File: src/rtl/jtag_tap_pkg.sv
// Shared types for the test access port: controller states, data path
// selection and the fixed instruction codes.
package jtag_tap_pkg;

    localparam int IR_W = 8;

    typedef enum logic [3:0] {
        ST_TLR, ST_RTI,
        ST_SEL_DR, ST_CAP_DR, ST_SHF_DR, ST_EX1_DR, ST_PAU_DR, ST_EX2_DR, ST_UPD_DR,
        ST_SEL_IR, ST_CAP_IR, ST_SHF_IR, ST_EX1_IR, ST_PAU_IR, ST_EX2_IR, ST_UPD_IR
    } tap_state_e;

    typedef enum logic [1:0] {
        PATH_BYPASS,
        PATH_IDENT,
        PATH_BOUNDARY
    } dr_path_e;

    localparam logic [IR_W-1:0] OP_EXTEST  = 8'h00;
    localparam logic [IR_W-1:0] OP_SAMPLE  = 8'h01;
    localparam logic [IR_W-1:0] OP_IDCODE  = 8'h04;
    localparam logic [IR_W-1:0] OP_DEVTEST = 8'h53;
    localparam logic [IR_W-1:0] OP_BYPASS  = 8'hFF;

endpackage

File: src/rtl/jtag_tap_fsm.sv
// Sixteen-state test controller. Follows tms on each rising edge of tck.
// Assumes trst_n is sampled synchronously on tck (active low).
module jtag_tap_fsm
    import jtag_tap_pkg::*;
(
    input  logic       tck,
    input  logic       trst_n,
    input  logic       tms,
    output tap_state_e state
);

    tap_state_e nxt;

    // Next-state function of the standard controller graph
    always_comb begin
        unique case (state)
            ST_TLR:    nxt = tms ? ST_TLR    : ST_RTI;
            ST_RTI:    nxt = tms ? ST_SEL_DR : ST_RTI;
            ST_SEL_DR: nxt = tms ? ST_SEL_IR : ST_CAP_DR;
            ST_CAP_DR: nxt = tms ? ST_EX1_DR : ST_SHF_DR;
            ST_SHF_DR: nxt = tms ? ST_EX1_DR : ST_SHF_DR;
            ST_EX1_DR: nxt = tms ? ST_UPD_DR : ST_PAU_DR;
            ST_PAU_DR: nxt = tms ? ST_EX2_DR : ST_PAU_DR;
            ST_EX2_DR: nxt = tms ? ST_UPD_DR : ST_SHF_DR;
            ST_UPD_DR: nxt = tms ? ST_SEL_DR : ST_RTI;
            ST_SEL_IR: nxt = tms ? ST_TLR    : ST_CAP_IR;
            ST_CAP_IR: nxt = tms ? ST_EX1_IR : ST_SHF_IR;
            ST_SHF_IR: nxt = tms ? ST_EX1_IR : ST_SHF_IR;
            ST_EX1_IR: nxt = tms ? ST_UPD_IR : ST_PAU_IR;
            ST_PAU_IR: nxt = tms ? ST_EX2_IR : ST_PAU_IR;
            ST_EX2_IR: nxt = tms ? ST_UPD_IR : ST_SHF_IR;
            ST_UPD_IR: nxt = tms ? ST_SEL_DR : ST_RTI;
            default:   nxt = ST_TLR;
        endcase
    end

    // State register with synchronous test reset
    always_ff @(posedge tck) begin
        if (!trst_n) state <= ST_TLR;
        else         state <= nxt;
    end

endmodule

File: src/rtl/jtag_ir_dec.sv
// Instruction shift register, active instruction latch and decoder.
// The active instruction changes only on falling tck in Update-IR. It
// falls back to IDCODE in Test-Logic-Reset or while trst_n is low.
module jtag_ir_dec
    import jtag_tap_pkg::*;
(
    input  logic            tck,
    input  logic            trst_n,
    input  logic            tdi,
    input  tap_state_e      state,
    output logic            ir_so,
    output logic [IR_W-1:0] ir_q,
    output dr_path_e        path,
    output logic            extest
);

    localparam logic [IR_W-1:0] CAPTURE_PAT = {{(IR_W-1){1'b0}}, 1'b1};

    logic [IR_W-1:0] ir_sh;

    // Capture the fixed pattern, then shift toward tdo
    always_ff @(posedge tck) begin
        if (!trst_n)                 ir_sh <= CAPTURE_PAT;
        else if (state == ST_CAP_IR) ir_sh <= CAPTURE_PAT;
        else if (state == ST_SHF_IR) ir_sh <= {tdi, ir_sh[IR_W-1:1]};
    end

    // Active instruction, changed on falling tck only
    always_ff @(negedge tck) begin
        if (!trst_n || state == ST_TLR) ir_q <= OP_IDCODE;
        else if (state == ST_UPD_IR)    ir_q <= ir_sh;
    end

    assign ir_so = ir_sh[0];

    // Map the instruction code to a data path; unknown codes bypass
    always_comb begin
        extest = 1'b0;
        unique case (ir_q)
            OP_EXTEST: begin path = PATH_BOUNDARY; extest = 1'b1; end
            OP_SAMPLE: path = PATH_BOUNDARY;
            OP_IDCODE: path = PATH_IDENT;
            default:   path = PATH_BYPASS;
        endcase
    end

endmodule

File: src/rtl/jtag_dr_chain.sv
// Data registers: one-bit bypass, identification word and boundary chain
// with its update latch. Only the selected register captures and shifts.
module jtag_dr_chain
    import jtag_tap_pkg::*;
#(
    parameter int          BSR_LEN  = 8,
    parameter logic [31:0] ID_VALUE = 32'h100DE083
) (
    input  logic               tck,
    input  logic               trst_n,
    input  logic               tdi,
    input  tap_state_e         state,
    input  dr_path_e           path,
    input  logic [BSR_LEN-1:0] pin_in,
    output logic               dr_so,
    output logic [BSR_LEN-1:0] bsr_upd
);

    localparam int ID_W = 32;

    logic               byp_q;
    logic [ID_W-1:0]    id_sh;
    logic [BSR_LEN-1:0] bsr_sh;

    // Bypass stage: captures zero, passes tdi one cycle later
    always_ff @(posedge tck) begin
        if (!trst_n) byp_q <= 1'b0;
        else if (path == PATH_BYPASS) begin
            if (state == ST_CAP_DR)      byp_q <= 1'b0;
            else if (state == ST_SHF_DR) byp_q <= tdi;
        end
    end

    // Identification word: load the constant, shift LSB first
    always_ff @(posedge tck) begin
        if (!trst_n) id_sh <= ID_VALUE;
        else if (path == PATH_IDENT) begin
            if (state == ST_CAP_DR)      id_sh <= ID_VALUE;
            else if (state == ST_SHF_DR) id_sh <= {tdi, id_sh[ID_W-1:1]};
        end
    end

    // Boundary chain: snapshot the pins, shift with bit 0 nearest tdo
    always_ff @(posedge tck) begin
        if (!trst_n) bsr_sh <= '0;
        else if (path == PATH_BOUNDARY) begin
            if (state == ST_CAP_DR)      bsr_sh <= pin_in;
            else if (state == ST_SHF_DR) bsr_sh <= {tdi, bsr_sh[BSR_LEN-1:1]};
        end
    end

    // Boundary update latch, written on falling tck in Update-DR
    always_ff @(negedge tck) begin
        if (!trst_n) bsr_upd <= '0;
        else if (state == ST_UPD_DR && path == PATH_BOUNDARY) bsr_upd <= bsr_sh;
    end

    // Serial output of the selected register
    always_comb begin
        unique case (path)
            PATH_IDENT:    dr_so = id_sh[0];
            PATH_BOUNDARY: dr_so = bsr_sh[0];
            default:       dr_so = byp_q;
        endcase
    end

endmodule

File: src/rtl/jtag_tap_ctrl.sv
// Top of the test access port. Ties together the controller, the
// instruction decoder and the data registers. Drives tdo on falling tck
// and hands the pins to the boundary latch under EXTEST.
// Assumes tck is the only clock and trst_n is sampled on it.
module jtag_tap_ctrl
    import jtag_tap_pkg::*;
#(
    parameter int          BSR_LEN  = 8,
    parameter logic [31:0] ID_VALUE = 32'h100DE083
) (
    input  logic               tck,
    input  logic               trst_n,
    input  logic               tms,
    input  logic               tdi,
    output logic               tdo,
    output logic               tdo_en,
    input  logic [BSR_LEN-1:0] pin_in,
    input  logic [BSR_LEN-1:0] core_out,
    output logic [BSR_LEN-1:0] pad_out,
    output logic               pad_drive
);

    tap_state_e         state;
    logic [IR_W-1:0]    ir_q;
    dr_path_e           path;
    logic               extest;
    logic               ir_so;
    logic               dr_so;
    logic [BSR_LEN-1:0] bsr_upd;
    logic               sel_bypass;

    jtag_tap_fsm u_fsm (
        .tck    (tck),
        .trst_n (trst_n),
        .tms    (tms),
        .state  (state)
    );

    jtag_ir_dec u_ir (
        .tck    (tck),
        .trst_n (trst_n),
        .tdi    (tdi),
        .state  (state),
        .ir_so  (ir_so),
        .ir_q   (ir_q),
        .path   (path),
        .extest (extest)
    );

    jtag_dr_chain #(
        .BSR_LEN  (BSR_LEN),
        .ID_VALUE (ID_VALUE)
    ) u_dr (
        .tck     (tck),
        .trst_n  (trst_n),
        .tdi     (tdi),
        .state   (state),
        .path    (path),
        .pin_in  (pin_in),
        .dr_so   (dr_so),
        .bsr_upd (bsr_upd)
    );

    assign sel_bypass = (path == PATH_BYPASS);

    // Serial output stage, updated half a cycle after the shift edge
    always_ff @(negedge tck) begin
        if (!trst_n) begin
            tdo    <= 1'b0;
            tdo_en <= 1'b0;
        end else begin
            tdo_en <= (state == ST_SHF_DR) || (state == ST_SHF_IR);
            tdo    <= (state == ST_SHF_IR) ? ir_so : dr_so;
        end
    end

    // Pin multiplexer: the core owns the pins except under EXTEST
    assign pad_out   = extest ? bsr_upd : core_out;
    assign pad_drive = extest;

endmodule

File: config.mk
export PLATFORM = sky130hd
export DESIGN_NAME = jtag_tap_ctrl
export DESIGN_NICKNAME = d
export VERILOG_FILES = /design/src/rtl/jtag_tap_pkg.sv /design/src/rtl/jtag_tap_fsm.sv /design/src/rtl/jtag_ir_dec.sv /design/src/rtl/jtag_dr_chain.sv /design/src/rtl/jtag_tap_ctrl.sv
export SDC_FILE = /design/constraint.sdc
export NUM_CORES = 1
export LEC_CHECK = 0
export BUFFER_PORTS_ARGS = -buffer_cell sky130_fd_sc_hd__clkbuf_2
export CORE_MARGIN = 5
export CORE_UTILIZATION = 30
export CTS_BUF_LIST = sky130_fd_sc_hd__clkbuf_8
export DETAILED_ROUTE_END_ITERATION = 12
export PLACE_DENSITY = 0.46
export SLEW_MARGIN = 20
export SYNTH_ARGS = -nofsm -noshare
export SYNTH_HDL_FRONTEND = slang
export SYNTH_HIERARCHICAL = 1
export SYNTH_SLANG_ARGS = --single-unit
export TNS_END_PERCENT = 10
File: constraint.sdc
create_clock -name tck -period 4.82 [get_ports tck]
set_input_delay 0.241 -clock tck [delete_from_list [all_inputs] [get_ports tck]]
set_output_delay 0.241 -clock tck [all_outputs]
set_load 0.005 [all_outputs]
==> results.yml <==
placement:
  post_dp_cell_area_mm2: 0.003696
  hpwl_mm: 4.821
  io_buffers: 30
  dp_slack_ns: 0.4106
  place_congestion: 0.6946
floorplanning:
  row_count: 39
  start_util: 0.3028
  io_pins: 31
  core_mm2: 0.01132
  die_y_um: 116.9
  chipWidth_um: 116.9
  die_area_mm2: 0.01367
sta:
  worstMarginPinSlew_ns: 1.022
  slew_violations: 0
  hold_viol: 0
  setup_viol: 0
  rsz0062_at_grt: "false"
  slew_headroom: 0.3160
  setup_ws_ns: 0.3303
  setup_tns_ns: 0
  fin_skew_ns: 0.04813
finish:
  final_util: 0.3490
  diodes: 0
  drive_gt1_frac: 0.1762
  design_area_mm2: 0.003951
  area_delta_synth_final_pct: 15.26
  nNetsFinal: 438
  fillers: 1224
global_route:
  grt_pass1_vias: 2681
  grt_max_degree: 61
  grt_pass1_wl_mm: 12.85
  grtUsageTotal: 0.1169
  antenna_found_initial: 0
  grt_overflow_total: 0
drt:
  drt_iter0_markers: 251
  routed_wl_mm: 7.306
  vias: 2758
  post_drt_wl_per_cell_um: 12.98
  drc: 0
  avgViaCountPerCell: 4.899
  drtAntennaViolNets: 0
  firstDrtPassIters: 6
min_path:
  hp-class: "primary input to flop"
  worstHoldStart: "pin_in[4]"
worst_setup_path:
  path_class: "flop to output port"
  reg2reg_from: "u_ir/ir_q[5]"
  r2r_end: "u_dr/bsr_sh[1]"
  critPathMaxStageDelay_ns: 0.31
  path_cells: "nor4_1 -> nand2_1 -> nor3_2 -> buf_4 -> mux2_4 -> clkbuf_2"
  startpoint_type: "flop"
  critPathCapture: "pad_out[4]"
  crit_start: "u_ir/ir_q[5]"
  cp_max_fo: 9
  arrival_ns: 4.25
  required_ns: 4.58
  cp_slowest_cell: "mux2_4"
  r2r_cells: 7
  regToRegSetupSlack_ns: 0.39
  end_kind: "output port"
logic_synthesis:
  syn-cell-area_mm2: 0.003428
  yosys_most_used_dff: "dfxtp_1"
  synth_area_per_cell_um2: 9.118
  synth-seq-area-share: 0.4146
  syn-instance-count: 376
  synthArstFlopShare: 0
  ys_ff_latch: 71
  yosysWarnings: 6
  synth.distinct_cells: 47
  synth_edf_count: 0
  synth_nets: 399
cts:
  clk_path_buf_depth: 2
  numClockSinks: 71
  cts_resized: 0
  cts_setup_buffers: 0
  cts_tree: "done"
  cts_hold_buf: 0
  root_buffer: "clkbuf_8"
  htree_levels: 3
  cts_buffers: 9
  insertion_delay_ns: 0.38
  clk_pin_slew_worst_paths_ns: 0.08
power_and_ir_drop:
  design_power_total_mw: 1.224
  power.switching_uw: 329.4
  leakagePower_nw: 1.498
  p_per_area_mw_per_mm2: 309.7
  p_int_uw: 894.5
  p_clk_frac: 0.424
  peakVddDrop_mv: 0.2946
  seqPwrFrac: 0.493
  swShare: 0.2692
  power_frac_comb: 0.083
run:
  max_cap_viol_count: 0
status:
  outcome: "completed"
-- metal layers --
layer | track usage | share of wire | vias to the layer above
li1 | - | - | 1424
met3 | 0.03548 | 0.054 | 9
met1 | 0.1552 | 0.50 | 1276
met2 | 0.1816 | 0.43 | 49
met5 | 0 | 0 | -
met4 | 0.03899 | 0.014 | 0
-- flip-flops by register name, summed over array words and instances, names as in the netlist --
name and count:
tdo 1, u_dr/bsr_sh 8, u_ir/ir_q 8, u_fsm/state 4, u_dr/byp_q 1, u_ir/ir_sh 8
tdo_en 1, u_dr/id_sh 32, u_dr/bsr_upd 8
-- synthesized netlist by cell type (7+ instances only) --
cell type | count | share of area
a21oi_1 | 27 | 0.039
clkbuf_1 | 12 | 0.013
dfxtp_1 | 71 | 0.41
inv_1 | 7 | 0.0077
mux2_4 | 8 | 0.035
mux2i_1 | 35 | 0.10
nand2_1 | 46 | 0.050
nand3_1 | 32 | 0.047
nand4_1 | 8 | 0.015
nor2_1 | 19 | 0.021
nor2b_1 | 7 | 0.013
nor3_1 | 12 | 0.018
o21a_1 | 11 | 0.024
o21ai_0 | 10 | 0.015
o31a_1 | 8 | 0.020
o31ai_1 | 9 | 0.020
-- cells by family (layout without fill, tap and decap cells) --
family	after synthesis	in the layout	synth area share
simple gates	143	143	0.2186
compound gates	76	76	0.1547
flops	71	71	0.4146
mux	43	43	0.1372
buf+inv	39	83	0.05912
fa+ha+maj	3	3	0.01095
xor+xnor	1	1	0.004746
-- critical path: cells and delay by family, from the launching register on --
kind | cells | cell delay, ns
flip-flops | 1 | 0.30
multiplexers | 1 | 0.31
AND/OR/NAND/NOR | 3 | 0.51
buffers and inverters | 2 | 0.33
-- stage by stage --
stage                     hold WS (ns)  instances
after floorplan                 0.3689        376
after global placement          0.4448        532
after detailed placement        0.4464        532
after CTS                       0.1752        563
after global routing            0.1966        563
final                           0.1955        563
-- worst min path at each step --
stage          cells past startpoint              to  slack [ns]
6_report                           3  u_dr/bsr_sh[4]        0.20
5_1_grt                            3  u_dr/bsr_sh[3]        0.20
4_1_cts                            3  u_dr/bsr_sh[4]        0.18
3_5_place_dp                       2  u_dr/id_sh[26]        0.45
3_3_place_gp                       2  u_dr/id_sh[21]        0.44
2_1_floorplan                      1  u_fsm/state[0]        0.37
-- power by group through the flow --
stage / clock [mW] / sequential, mW / combinational [mW]
global route: 0.584 / 0.605 / 0.113
detailed placement: 0.0269 / 0.616 / 0.102
floorplan: 0.0269 / 0.618 / 0.0693
global placement: 0.0269 / 0.616 / 0.103
finish: 0.519 / 0.604 / 0.102
CTS: 0.545 / 0.603 / 0.103
-- cell usage in the layout (no fill, tap or decap), types with 7 or more instances in the layout --
master and n:
o21ai_0 10, dfxtp_1 71, o31a_1 8, buf_4 10, inv_1 23, nand3_1 32, clkbuf_2 30, mux2i_1 35
nand2_1 46, a21oi_1 27, mux2_4 8, nor3_1 11, nand4_1 8, clkbuf_8 9, nor2_1 19, nor2b_1 7
o21a_1 11, o31ai_1 9
-- layout make-up --
type	instances	area (µm²)	area share
Timing Repair Buffer	41	245.2	0.06206
Clock buffer	9	123.9	0.03135
Tap cell	143	178.9	0.04528
Inverter	8	30.03	0.007600
Multi-Input combinational cell	266	1815	0.4595
Sequential cell	71	1421	0.3597
Clock inverter	25	136.4	0.03452
(Power assumes the default switching activity.)
